## src/rtl/spi_baud_pkg.sv

```systemverilog
package spi_baud_pkg;
  localparam int DIV_W     = 2;
  localparam int BRG_W     = 6;
  localparam int BRG_FLOOR = 4;
  localparam int DIV_STEPS = 1 << DIV_W;
  localparam int BRG_TOP   = (1 << BRG_W) - 1;
  localparam int PRE_W     = DIV_STEPS;

  typedef struct packed {
    logic [DIV_W-1:0] div;
    logic [BRG_W-1:0] brg;
  } baud_cfg_t;

  localparam baud_cfg_t CFG_RESET = '{div: '0, brg: BRG_W'(BRG_FLOOR)};
endpackage

```

## src/rtl/spi_baud_solver.sv

```systemverilog
module spi_baud_solver
  import spi_baud_pkg::*;
#(
  parameter int RATIO_W = 16
) (
  input  logic [RATIO_W-1:0] ratio,
  output baud_cfg_t          cfg,
  output logic               clamped
);
  localparam logic [RATIO_W-1:0] Q_LOW  = RATIO_W'(BRG_FLOOR + 1);
  localparam logic [RATIO_W-1:0] Q_HIGH = RATIO_W'(BRG_TOP + 1);

  logic [RATIO_W-1:0]   quot [DIV_STEPS];
  logic [DIV_STEPS-1:0] too_fast;
  logic [DIV_STEPS-1:0] fits;

  // one candidate per prescaler setting
  generate
    for (genvar g = 0; g < DIV_STEPS; g++) begin : g_try
      assign quot[g]     = ratio >> (g + 2);
      assign too_fast[g] = quot[g] < Q_LOW;
      assign fits[g]     = quot[g] <= Q_HIGH;
    end
  endgenerate

  // priority pick: lowest prescaler first, slow clamp as fallback
  always_comb begin
    logic done;
    done    = 1'b0;
    cfg.div = DIV_W'(DIV_STEPS - 1);
    cfg.brg = BRG_W'(BRG_TOP);
    clamped = 1'b1;
    for (int d = 0; d < DIV_STEPS; d++) begin
      if (!done) begin
        if (too_fast[d]) begin
          cfg.div = DIV_W'(d);
          cfg.brg = BRG_W'(BRG_FLOOR);
          clamped = 1'b1;
          done    = 1'b1;
        end else if (fits[d]) begin
          cfg.div = DIV_W'(d);
          cfg.brg = BRG_W'(quot[d] - 1'b1);
          clamped = 1'b0;
          done    = 1'b1;
        end
      end
    end
  end
endmodule

```

## src/rtl/spi_baud_cfg.sv

```systemverilog
module spi_baud_cfg
  import spi_baud_pkg::*;
(
  input  logic             clk,
  input  logic             rst_n,
  input  logic             load_ratio,
  input  baud_cfg_t        solved,
  input  logic             solved_clamp,
  input  logic             load_direct,
  input  logic [DIV_W-1:0] div_in,
  input  logic [BRG_W-1:0] brg_in,
  input  logic             apply,
  output baud_cfg_t        sel,
  output logic             clamp,
  output logic             pend
);
  baud_cfg_t sel_n;
  logic      clamp_n;
  logic      pend_n;

  always_comb begin
    sel_n   = sel;
    clamp_n = clamp;
    pend_n  = pend & ~apply;
    if (load_ratio) begin
      sel_n   = solved;
      clamp_n = solved_clamp;
      pend_n  = 1'b1;
    end else if (load_direct) begin
      sel_n.div = div_in;
      pend_n    = 1'b1;
      if (brg_in < BRG_W'(BRG_FLOOR)) begin
        sel_n.brg = BRG_W'(BRG_FLOOR);
        clamp_n   = 1'b1;
      end else begin
        sel_n.brg = brg_in;
        clamp_n   = 1'b0;
      end
    end
  end

  always_ff @(posedge clk or negedge rst_n) begin
    if (!rst_n) begin
      sel   <= CFG_RESET;
      clamp <= 1'b0;
      pend  <= 1'b0;
    end else begin
      sel   <= sel_n;
      clamp <= clamp_n;
      pend  <= pend_n;
    end
  end
endmodule

```

## src/rtl/spi_baud_divider.sv

```systemverilog
module spi_baud_divider
  import spi_baud_pkg::*;
(
  input  logic      clk,
  input  logic      rst_n,
  input  logic      enable,
  input  logic      pend,
  input  baud_cfg_t pend_cfg,
  output logic      tick,
  output logic      apply
);
  baud_cfg_t        act, act_n;
  logic [PRE_W-1:0] pre_cnt, pre_n, pre_lim;
  logic [BRG_W-1:0] fine_cnt, fine_n;
  logic             pre_term, fine_term, wrap, tick_n;

  always_comb begin
    pre_lim   = PRE_W'((32'd2 << act.div) - 32'd1);
    pre_term  = pre_cnt == pre_lim;
    fine_term = fine_cnt == act.brg;
    wrap      = enable & pre_term & fine_term;
    apply     = wrap | ~enable;
    tick_n    = wrap;
    act_n     = (apply && pend) ? pend_cfg : act;
    pre_n     = pre_cnt;
    fine_n    = fine_cnt;
    if (!enable) begin
      pre_n  = '0;
      fine_n = '0;
    end else if (pre_term) begin
      pre_n  = '0;
      fine_n = fine_term ? '0 : fine_cnt + 1'b1;
    end else begin
      pre_n  = pre_cnt + 1'b1;
    end
  end

  always_ff @(posedge clk or negedge rst_n) begin
    if (!rst_n) begin
      act      <= CFG_RESET;
      pre_cnt  <= '0;
      fine_cnt <= '0;
      tick     <= 1'b0;
    end else begin
      act      <= act_n;
      pre_cnt  <= pre_n;
      fine_cnt <= fine_n;
      tick     <= tick_n;
    end
  end
endmodule

```

## src/rtl/spi_baud_gen.sv

```systemverilog
module spi_baud_gen
  import spi_baud_pkg::*;
#(
  parameter int RATIO_W = 16
) (
  input  logic               clk,
  input  logic               rst_n,
  input  logic               enable,
  input  logic               load_ratio,
  input  logic [RATIO_W-1:0] ratio,
  input  logic               load_direct,
  input  logic [DIV_W-1:0]   div_in,
  input  logic [BRG_W-1:0]   brg_in,
  output logic               sck_tick,
  output logic [DIV_W-1:0]   div_sel,
  output logic [BRG_W-1:0]   brg_sel,
  output logic               out_of_range
);
  baud_cfg_t solved, sel;
  logic      solved_clamp, pend, apply;

  spi_baud_solver #(.RATIO_W(RATIO_W)) u_solver (
    .ratio   (ratio),
    .cfg     (solved),
    .clamped (solved_clamp)
  );

  spi_baud_cfg u_cfg (
    .clk          (clk),
    .rst_n        (rst_n),
    .load_ratio   (load_ratio),
    .solved       (solved),
    .solved_clamp (solved_clamp),
    .load_direct  (load_direct),
    .div_in       (div_in),
    .brg_in       (brg_in),
    .apply        (apply),
    .sel          (sel),
    .clamp        (out_of_range),
    .pend         (pend)
  );

  spi_baud_divider u_div (
    .clk      (clk),
    .rst_n    (rst_n),
    .enable   (enable),
    .pend     (pend),
    .pend_cfg (sel),
    .tick     (sck_tick),
    .apply    (apply)
  );

  assign div_sel = sel.div;
  assign brg_sel = sel.brg;
endmodule

```

## config.mk

```make
export PLATFORM = sky130hd
export DESIGN_NAME = spi_baud_gen
export DESIGN_NICKNAME = d
export VERILOG_FILES = /design/src/rtl/spi_baud_pkg.sv /design/src/rtl/spi_baud_solver.sv /design/src/rtl/spi_baud_cfg.sv /design/src/rtl/spi_baud_divider.sv /design/src/rtl/spi_baud_gen.sv
export SDC_FILE = /design/constraint.sdc
export NUM_CORES = 1
export LEC_CHECK = 0
export BUFFER_PORTS_ARGS = -buffer_cell sky130_fd_sc_hd__buf_2
export CORE_UTILIZATION = 47
export DETAILED_ROUTE_END_ITERATION = 10
export GPL_ROUTABILITY_DRIVEN = 0
export HOLD_SLACK_MARGIN = 0.15
export PLACE_DENSITY = 0.68
export SYNTH_ARGS = -nofsm -noshare
export SYNTH_HDL_FRONTEND = slang
export SYNTH_HIERARCHICAL = 1
export SYNTH_SLANG_ARGS = --single-unit
```

## constraint.sdc

```tcl
create_clock -name clk -period 2.06 [get_ports clk]
set_input_delay 0.103 -clock clk [delete_from_list [all_inputs] [get_ports clk]]
set_output_delay 0.103 -clock clk [all_outputs]
set_load 0.05 [all_outputs]
```

==> results.toml, run 1 <==
[cells_and_area]
nets = 357
syn2layout_area_growth_pct = 29.0
diodes = 0
final_util = 0.648
fill_cells = 389
drive_gt1_frac = 0.304

[sta]
rsz0062_at_grt = "yes"
setup_ws_ns = -0.0107
slew_violations = 0
period_share = 1.01
final-hold-violation-count = 0
setup_tns_ns = -0.0312
setup_viol = 5
timing.fmax_mhz = 483
period_needed_ns = 2.07
finClkSkew_ns = 0.0110
worst_slew_pin_slew_ns = 0.666
maxSlewHeadroom = 0.553
holdWs_ns = 0.166

[setup_path]
crit_path_max_fanout = 5
path_buf_inv = 1
rrSetupSlack_ns = -0.01
r2r-start = "u_div/pre_cnt[1]$_DFF_PN0_"
crit_path_cell_trace = "or2_1 > a2111oi_4 > o2111ai_2 > a21boi_4 > buf_12 > mux2_4"
critPathCaptureType = "flip-flop"
worstSetupStartpointType = "flip-flop"
path_class = "reg2reg"
cp_data_required_time_ns = 2.22
r2r_end = "u_div/act[4]$_DFFE_PN0P_"
crit_path_max_incr_delay_ns = 0.40
critPathTopFamily = "compound AO/OA/AOI/OAI gates"
slowest_stage = "dfrtp_1"
r2r_cells = 6
worstPathArrival_ns = 2.23

[cts]
clkTransAtPathRegs_ns = 0.06
htreeDepth = 2
clockRootBuffer = "clkbuf_8"
cts_buffer_depth = 2
cts_buffers = 5
clkLatencyLatePin_ns = 0.29
clock-sinks = 29
tritoncts = "done"

[routing]
firstDrtPassIters = 6
wl_per_cell_um = 14.3
drtAntennaViolNets = 0
totalWireLength_mm = 5.29
drc_errors = 0
drt_iter0_markers = 89
vias_per_cell = 5.51
num_vias = 2044

[synthesis]
syn_inst = 245
yosysMostFrequentCell = "dfrtp_1"
yosysSeqAreaShare = 0.326
synth_top_area_cell = "dfrtp_1"
syn_nets = 284
synth_top_flop_cell = "dfrtp_1"
yosysWarnings = 6
synthDominantCellAreaShare = 0.303
yosys.cell_types.count = 53
synthArstFlopShare = 1.00
synth.cell_area_mm2 = 0.00223
synth_area_leaders = "dfrtp_1 (30%), xnor2_1 (5.9%), ha_1 (5.6%)"
ys_seq_elements = 29
synth_edf_count = 0
syn_avg_cell_area_um2 = 9.11
synthTopCellsByCount = "dfrtp_1 (27), nand2_1 (25), o21ai_0 (19)"

[outcome]
status = "complete, but fails checks"
violations = "negative setup slack"

[grt]
grt_pass1_wl_mm = 8.83
grtUsageTotal = 0.227
grt_max_degree = 30
grt_pass1_vias = 1958
grt_antenna_before_repair = 0
overflow = 0

[die]
initial_utilization = 0.502
rows = 24
fp.dieH_um = 70.9
ios = 39
die-area_mm2 = 0.00503
core-area_mm2 = 0.00444
die_w_um = 70.9

[power_and_ir_drop]
leakagePower_nw = 1.28
power_density_mw_per_mm2 = 543
total_power_w = 0.00156
vdd_ir_drop_max_mv = 0.258

[hold_path]
min_path_type = "in2reg"
holdPathEnd = "u_cfg/sel[2]$_DFFE_PN1P_"
hp-start = "load_ratio"
min_path_cells = 3

[place]
post-dp-hpwl_mm = 4.12
pre_cts_ws_ns = 0.00533
io_buffers = 36

[run]
max-cap-violations = 0
[metal layers]
layer / vias to the layer above / track usage / routed length [um]
met5: - / 0 / 0
met4: 0 / 0.0889 / 97
met3: 9 / 0.0413 / 136
met2: 42 / 0.412 / 2760
met1: 963 / 0.264 / 2300
li1: 1030 / - / -
[placed cells by master, fill, tap and decap left out, types with 10 or more instances in the layout]
cell,n
dfrtp_1,27
buf_2,36
nand2_1,25
nor2_1,15
ha_1,10
buf_4,30
xor2_1,10
xnor2_1,15
inv_1,10
o21ai_0,19
nand3_1,11
[registers in the layout, indices dropped and copies added (netlist names)]
| register | cells |
|---|---|
| u_cfg/sel | 8 |
| u_div/fine_cnt | 6 |
| u_div/pre_cnt | 4 |
| u_div/tick | 1 |
| u_div/act | 8 |
| u_cfg/clamp | 1 |
| u_cfg/pend | 1 |
[what timing repair did]
| action | CTS | global route |
|---|---|---|
| setup endpoints to repair | 2 | 8 |
| cloned | 0 | 0 |
| pin swaps | 1 | 4 |
| resized for setup | 0 | 10 |
| hold buffers | 7 | 0 |
| hold endpoints to repair | 32 | 0 |
| setup buffers | 0 | 6 |
[how the worst max path moves through the flow]
| stage | start | to | slack, ns | depth (start not counted) |
|---|---|---|---|---|
| global route | u_div/pre_cnt[1]$_DFF_PN0_ | u_div/act[3]$_DFFE_PN0P_ | -0.09 | 6 |
| CTS | u_div/act[6]$_DFFE_PN0P_ | u_div/act[7]$_DFFE_PN0P_ | 0.01 | 5 |
| global placement | u_div/act[6]$_DFFE_PN0P_ | u_div/act[5]$_DFFE_PN0P_ | 0.06 | 5 |
| detailed placement | u_div/act[6]$_DFFE_PN0P_ | u_div/act[7]$_DFFE_PN0P_ | 0.005 | 5 |
| floorplan | u_div/act[6]$_DFFE_PN0P_ | u_div/act[0]$_DFFE_PN0P_ | 0.10 | 5 |
| finish | u_div/pre_cnt[1]$_DFF_PN0_ | u_div/act[4]$_DFFE_PN0P_ | -0.01 | 6 |
[stage by stage]
stage               area [um^2]  std cells
CTS                        2790        365
global route               2880        371
detailed placement         2630        350
finish                     2880        371
global placement           2630        350
floorplan                  2230        245
[cells by family (layout without fill, tap and decap cells)]
logic type / count (synthesis) / count (layout) / share of synthesized area
DFF: 29 / 29 / 0.326
AOI/OAI and AO/OA: 61 / 61 / 0.203
muxes: 13 / 13 / 0.0628
xor gates and xnor gates: 25 / 25 / 0.0981
buffers and inverters: 20 / 94 / 0.0392
and+or+nand+nor: 87 / 87 / 0.215
adders and majority gates: 10 / 10 / 0.0561
[where the power goes]
part | leakage, nW | internal [W] | switching [W]
combinational | 0.888 | 0.000197 | 0.000226
sequential | 0.347 | 0.000619 | 0.0000393
clock | 0.0455 | 0.000272 | 0.000210
total | 1.28 | 0.00109 | 0.000475
[worst register-to-register path, cell delays in order, from the launching register on]
cell       delay [ns]
dfrtp_1          0.40
or2_1            0.27
a2111oi_4        0.40
o2111ai_2        0.19
a21boi_4         0.27
buf_12           0.15
mux2_4           0.29
[area by class of cell]
type / count / area (um^2) / area share
clock buffers: 8 / 90.1 / 0.0313
inverters: 11 / 41.3 / 0.0143
multi-input cells: 196 / 1450 / 0.503
flip-flops and latches: 29 / 728 / 0.253
well taps: 52 / 65.1 / 0.0226
repair buffers: 75 / 507 / 0.176
Power figures use the tool's default switching activity.
==> run 2, diff against run 1 <==
--- a/config.mk
+++ b/config.mk
@@ -6,11 +6,12 @@
 export NUM_CORES = 1
 export LEC_CHECK = 0
 export BUFFER_PORTS_ARGS = -buffer_cell sky130_fd_sc_hd__buf_2
-export CORE_UTILIZATION = 47
+export CORE_ASPECT_RATIO = 1.75
+export CORE_UTILIZATION = 51
 export DETAILED_ROUTE_END_ITERATION = 10
 export GPL_ROUTABILITY_DRIVEN = 0
 export HOLD_SLACK_MARGIN = 0.15
-export PLACE_DENSITY = 0.68
+export PLACE_DENSITY = 0.74
 export SYNTH_ARGS = -nofsm -noshare
 export SYNTH_HDL_FRONTEND = slang
 export SYNTH_HIERARCHICAL = 1
==> run 2 against run 1 <==
The run now ends clean. Via count grew 3.1%. Combinational power shrank 2%. Total power grew 7.0%. Sequential power is essentially flat. Core utilization grew 5.0 points. Die area shrank 7.4%. Clock power grew 25%. First-iteration DRC count shrank 38%. Final cell count shrank 0.27%. Routed wire length grew 9.6%. Largest cell class unchanged.
==> results.toml, run 2 (synthesized netlist as in run 1, its figures left out) <==
[power_and_ir_drop]
power_density_mw_per_mm2 = 578
vdd_ir_drop_max_mv = 0.557
leakagePower_nw = 1.27

[routing]
drc_errors = 0
totalWireLength_mm = 5.80
vias_per_cell = 5.69
drtAntennaViolNets = 0
wl_per_cell_um = 15.7
num_vias = 2107
drt_iter0_markers = 55
firstDrtPassIters = 4

[cells_and_area]
diodes = 0
fill_cells = 343
layout_commonest_cell = "buf_2"
final_cell_mix = "buf_2 (36), buf_4 (32), dfrtp_1 (27)"
multi_input_area_mm2 = 0.00143
nets = 359
syn2layout_area_growth_pct = 29.7
regArea_um2 = 728
instances_no_fill = 370
reg_top3 = "u_cfg/sel: 8 flops, u_div/act: 8 flops, u_div/fine_cnt: 6 flops"
drive_gt1_frac = 0.308

[die]
initial_utilization = 0.538
die_w_um = 52.0
die-area_mm2 = 0.00466
ios = 39
fp.dieH_um = 89.5
rows = 31
core-area_mm2 = 0.00415

[sta]
worst_slew_pin_slew_ns = 0.702
maxSlewHeadroom = 0.529
period_needed_ns = 2.01
timing.fmax_mhz = 498
finClkSkew_ns = 0.00493
setup_viol = 0
final-hold-violation-count = 0
setup_ws_ns = 0.0537
setup_tns_ns = 0
rsz0062_at_grt = "yes"
period_share = 0.974
slew_violations = 0

[outcome]
status = "finished clean"

[setup_path]
worstPathArrival_ns = 2.18
r2r-start = "u_div/act[6]$_DFFE_PN0P_"
path_class = "reg2reg"
worstSetupStartpointType = "flip-flop"
crit_start = "u_div/act[6]$_DFFE_PN0P_"
critPathCaptureType = "flip-flop"
crit_path_max_fanout = 8
r2r_cells = 6
cp_data_required_time_ns = 2.23

[grt]
grtUsageTotal = 0.271
overflow = 0
grt_pass1_wl_mm = 9.13
grt_antenna_before_repair = 0
grt_max_degree = 30
grt_pass1_vias = 2091

[hold_path]
min_path_cells = 3
hp-start = "brg_in[4]"
min_path_type = "in2reg"

[cts]
cts_buffers = 5
clock-sinks = 29
cts_buffer_depth = 2
htreeDepth = 2
tritoncts = "done"
clkLatencyLatePin_ns = 0.29
clockRootBuffer = "clkbuf_8"
clkTransAtPathRegs_ns = 0.07

[place]
io_buffers = 36
post-dp-hpwl_mm = 4.54
pre_cts_ws_ns = 0.0174
dp_cells = 352

[run]
max-cap-violations = 0
-- run 2: final timing paths --
kind                                                    to  slack, ns
worst max register to register    u_div/act[0]$_DFFE_PN0P_       0.05
worst max-delay path              u_div/act[0]$_DFFE_PN0P_       0.05
worst min-delay path              u_cfg/sel[4]$_DFFE_PN0P_       0.16
min in group asynchronous       u_div/pre_cnt[2]$_DFF_PN0_       0.36
max in group asynchronous         u_div/act[0]$_DFFE_PN0P_       1.29
worst min register to register     u_cfg/clamp$_DFFE_PN0P_       0.51
-- run 2: where the power goes --
part	leakage, nW	total [W]	switching, W	internal, W
clock	0.0543	0.000601	0.000240	0.000361
combinational	0.872	0.000415	0.000229	0.000185
sequential	0.347	0.000656	0.0000375	0.000618
total	1.27	0.00167	0.000507	0.00117
-- run 2: metal layers --
layer / global-route usage / wire [um] / vias up
li1: - / - / 1034
met5: 0 / 0 / -
met1: 0.237 / 2030 / 977
met2: 0.537 / 3250 / 71
met4: 0.167 / 306 / 0
met3: 0.0476 / 208 / 25
-- run 2: through the flow --
stage / area [um^2] / util / power, W / hold slack, ns
6_report: 2900 / 0.698 / 0.00167 / 0.157
5_1_grt: 2900 / 0.698 / 0.00175 / 0.186
4_1_cts: 2860 / 0.688 / 0.00167 / 0.152
3_5_place_dp: 2660 / 0.641 / 0.00105 / 0.158
3_3_place_gp: 2660 / 0.641 / 0.00104 / 0.153
2_1_floorplan: 2230 / - / 0.000907 / -0.193
-- run 2: cell type report --
type,count,share of cell area
multi-input cells,196,0.494
inverters,11,0.0143
clock inverters,3,0.0160
flip-flops and latches,29,0.252
clock buffers,5,0.0238
repair buffers,77,0.180
well taps,49,0.0212
-- run 2: critical path, stage by stage, from the launching register on --
cell and delay [ns]:
dfrtp_1 0.38, or2_1 0.26, a2111oi_4 0.40, o2111ai_2 0.18, a21boi_4 0.19, buf_12 0.14
mux2_2 0.33
-- run 2: repair_timing --
item,4_1_cts,5_1_grt
hold buffers,8,0
endpoints found under the setup margin,0,9
endpoints found under the hold margin,33,0
gates resized for setup,0,3
setup buffers,0,2
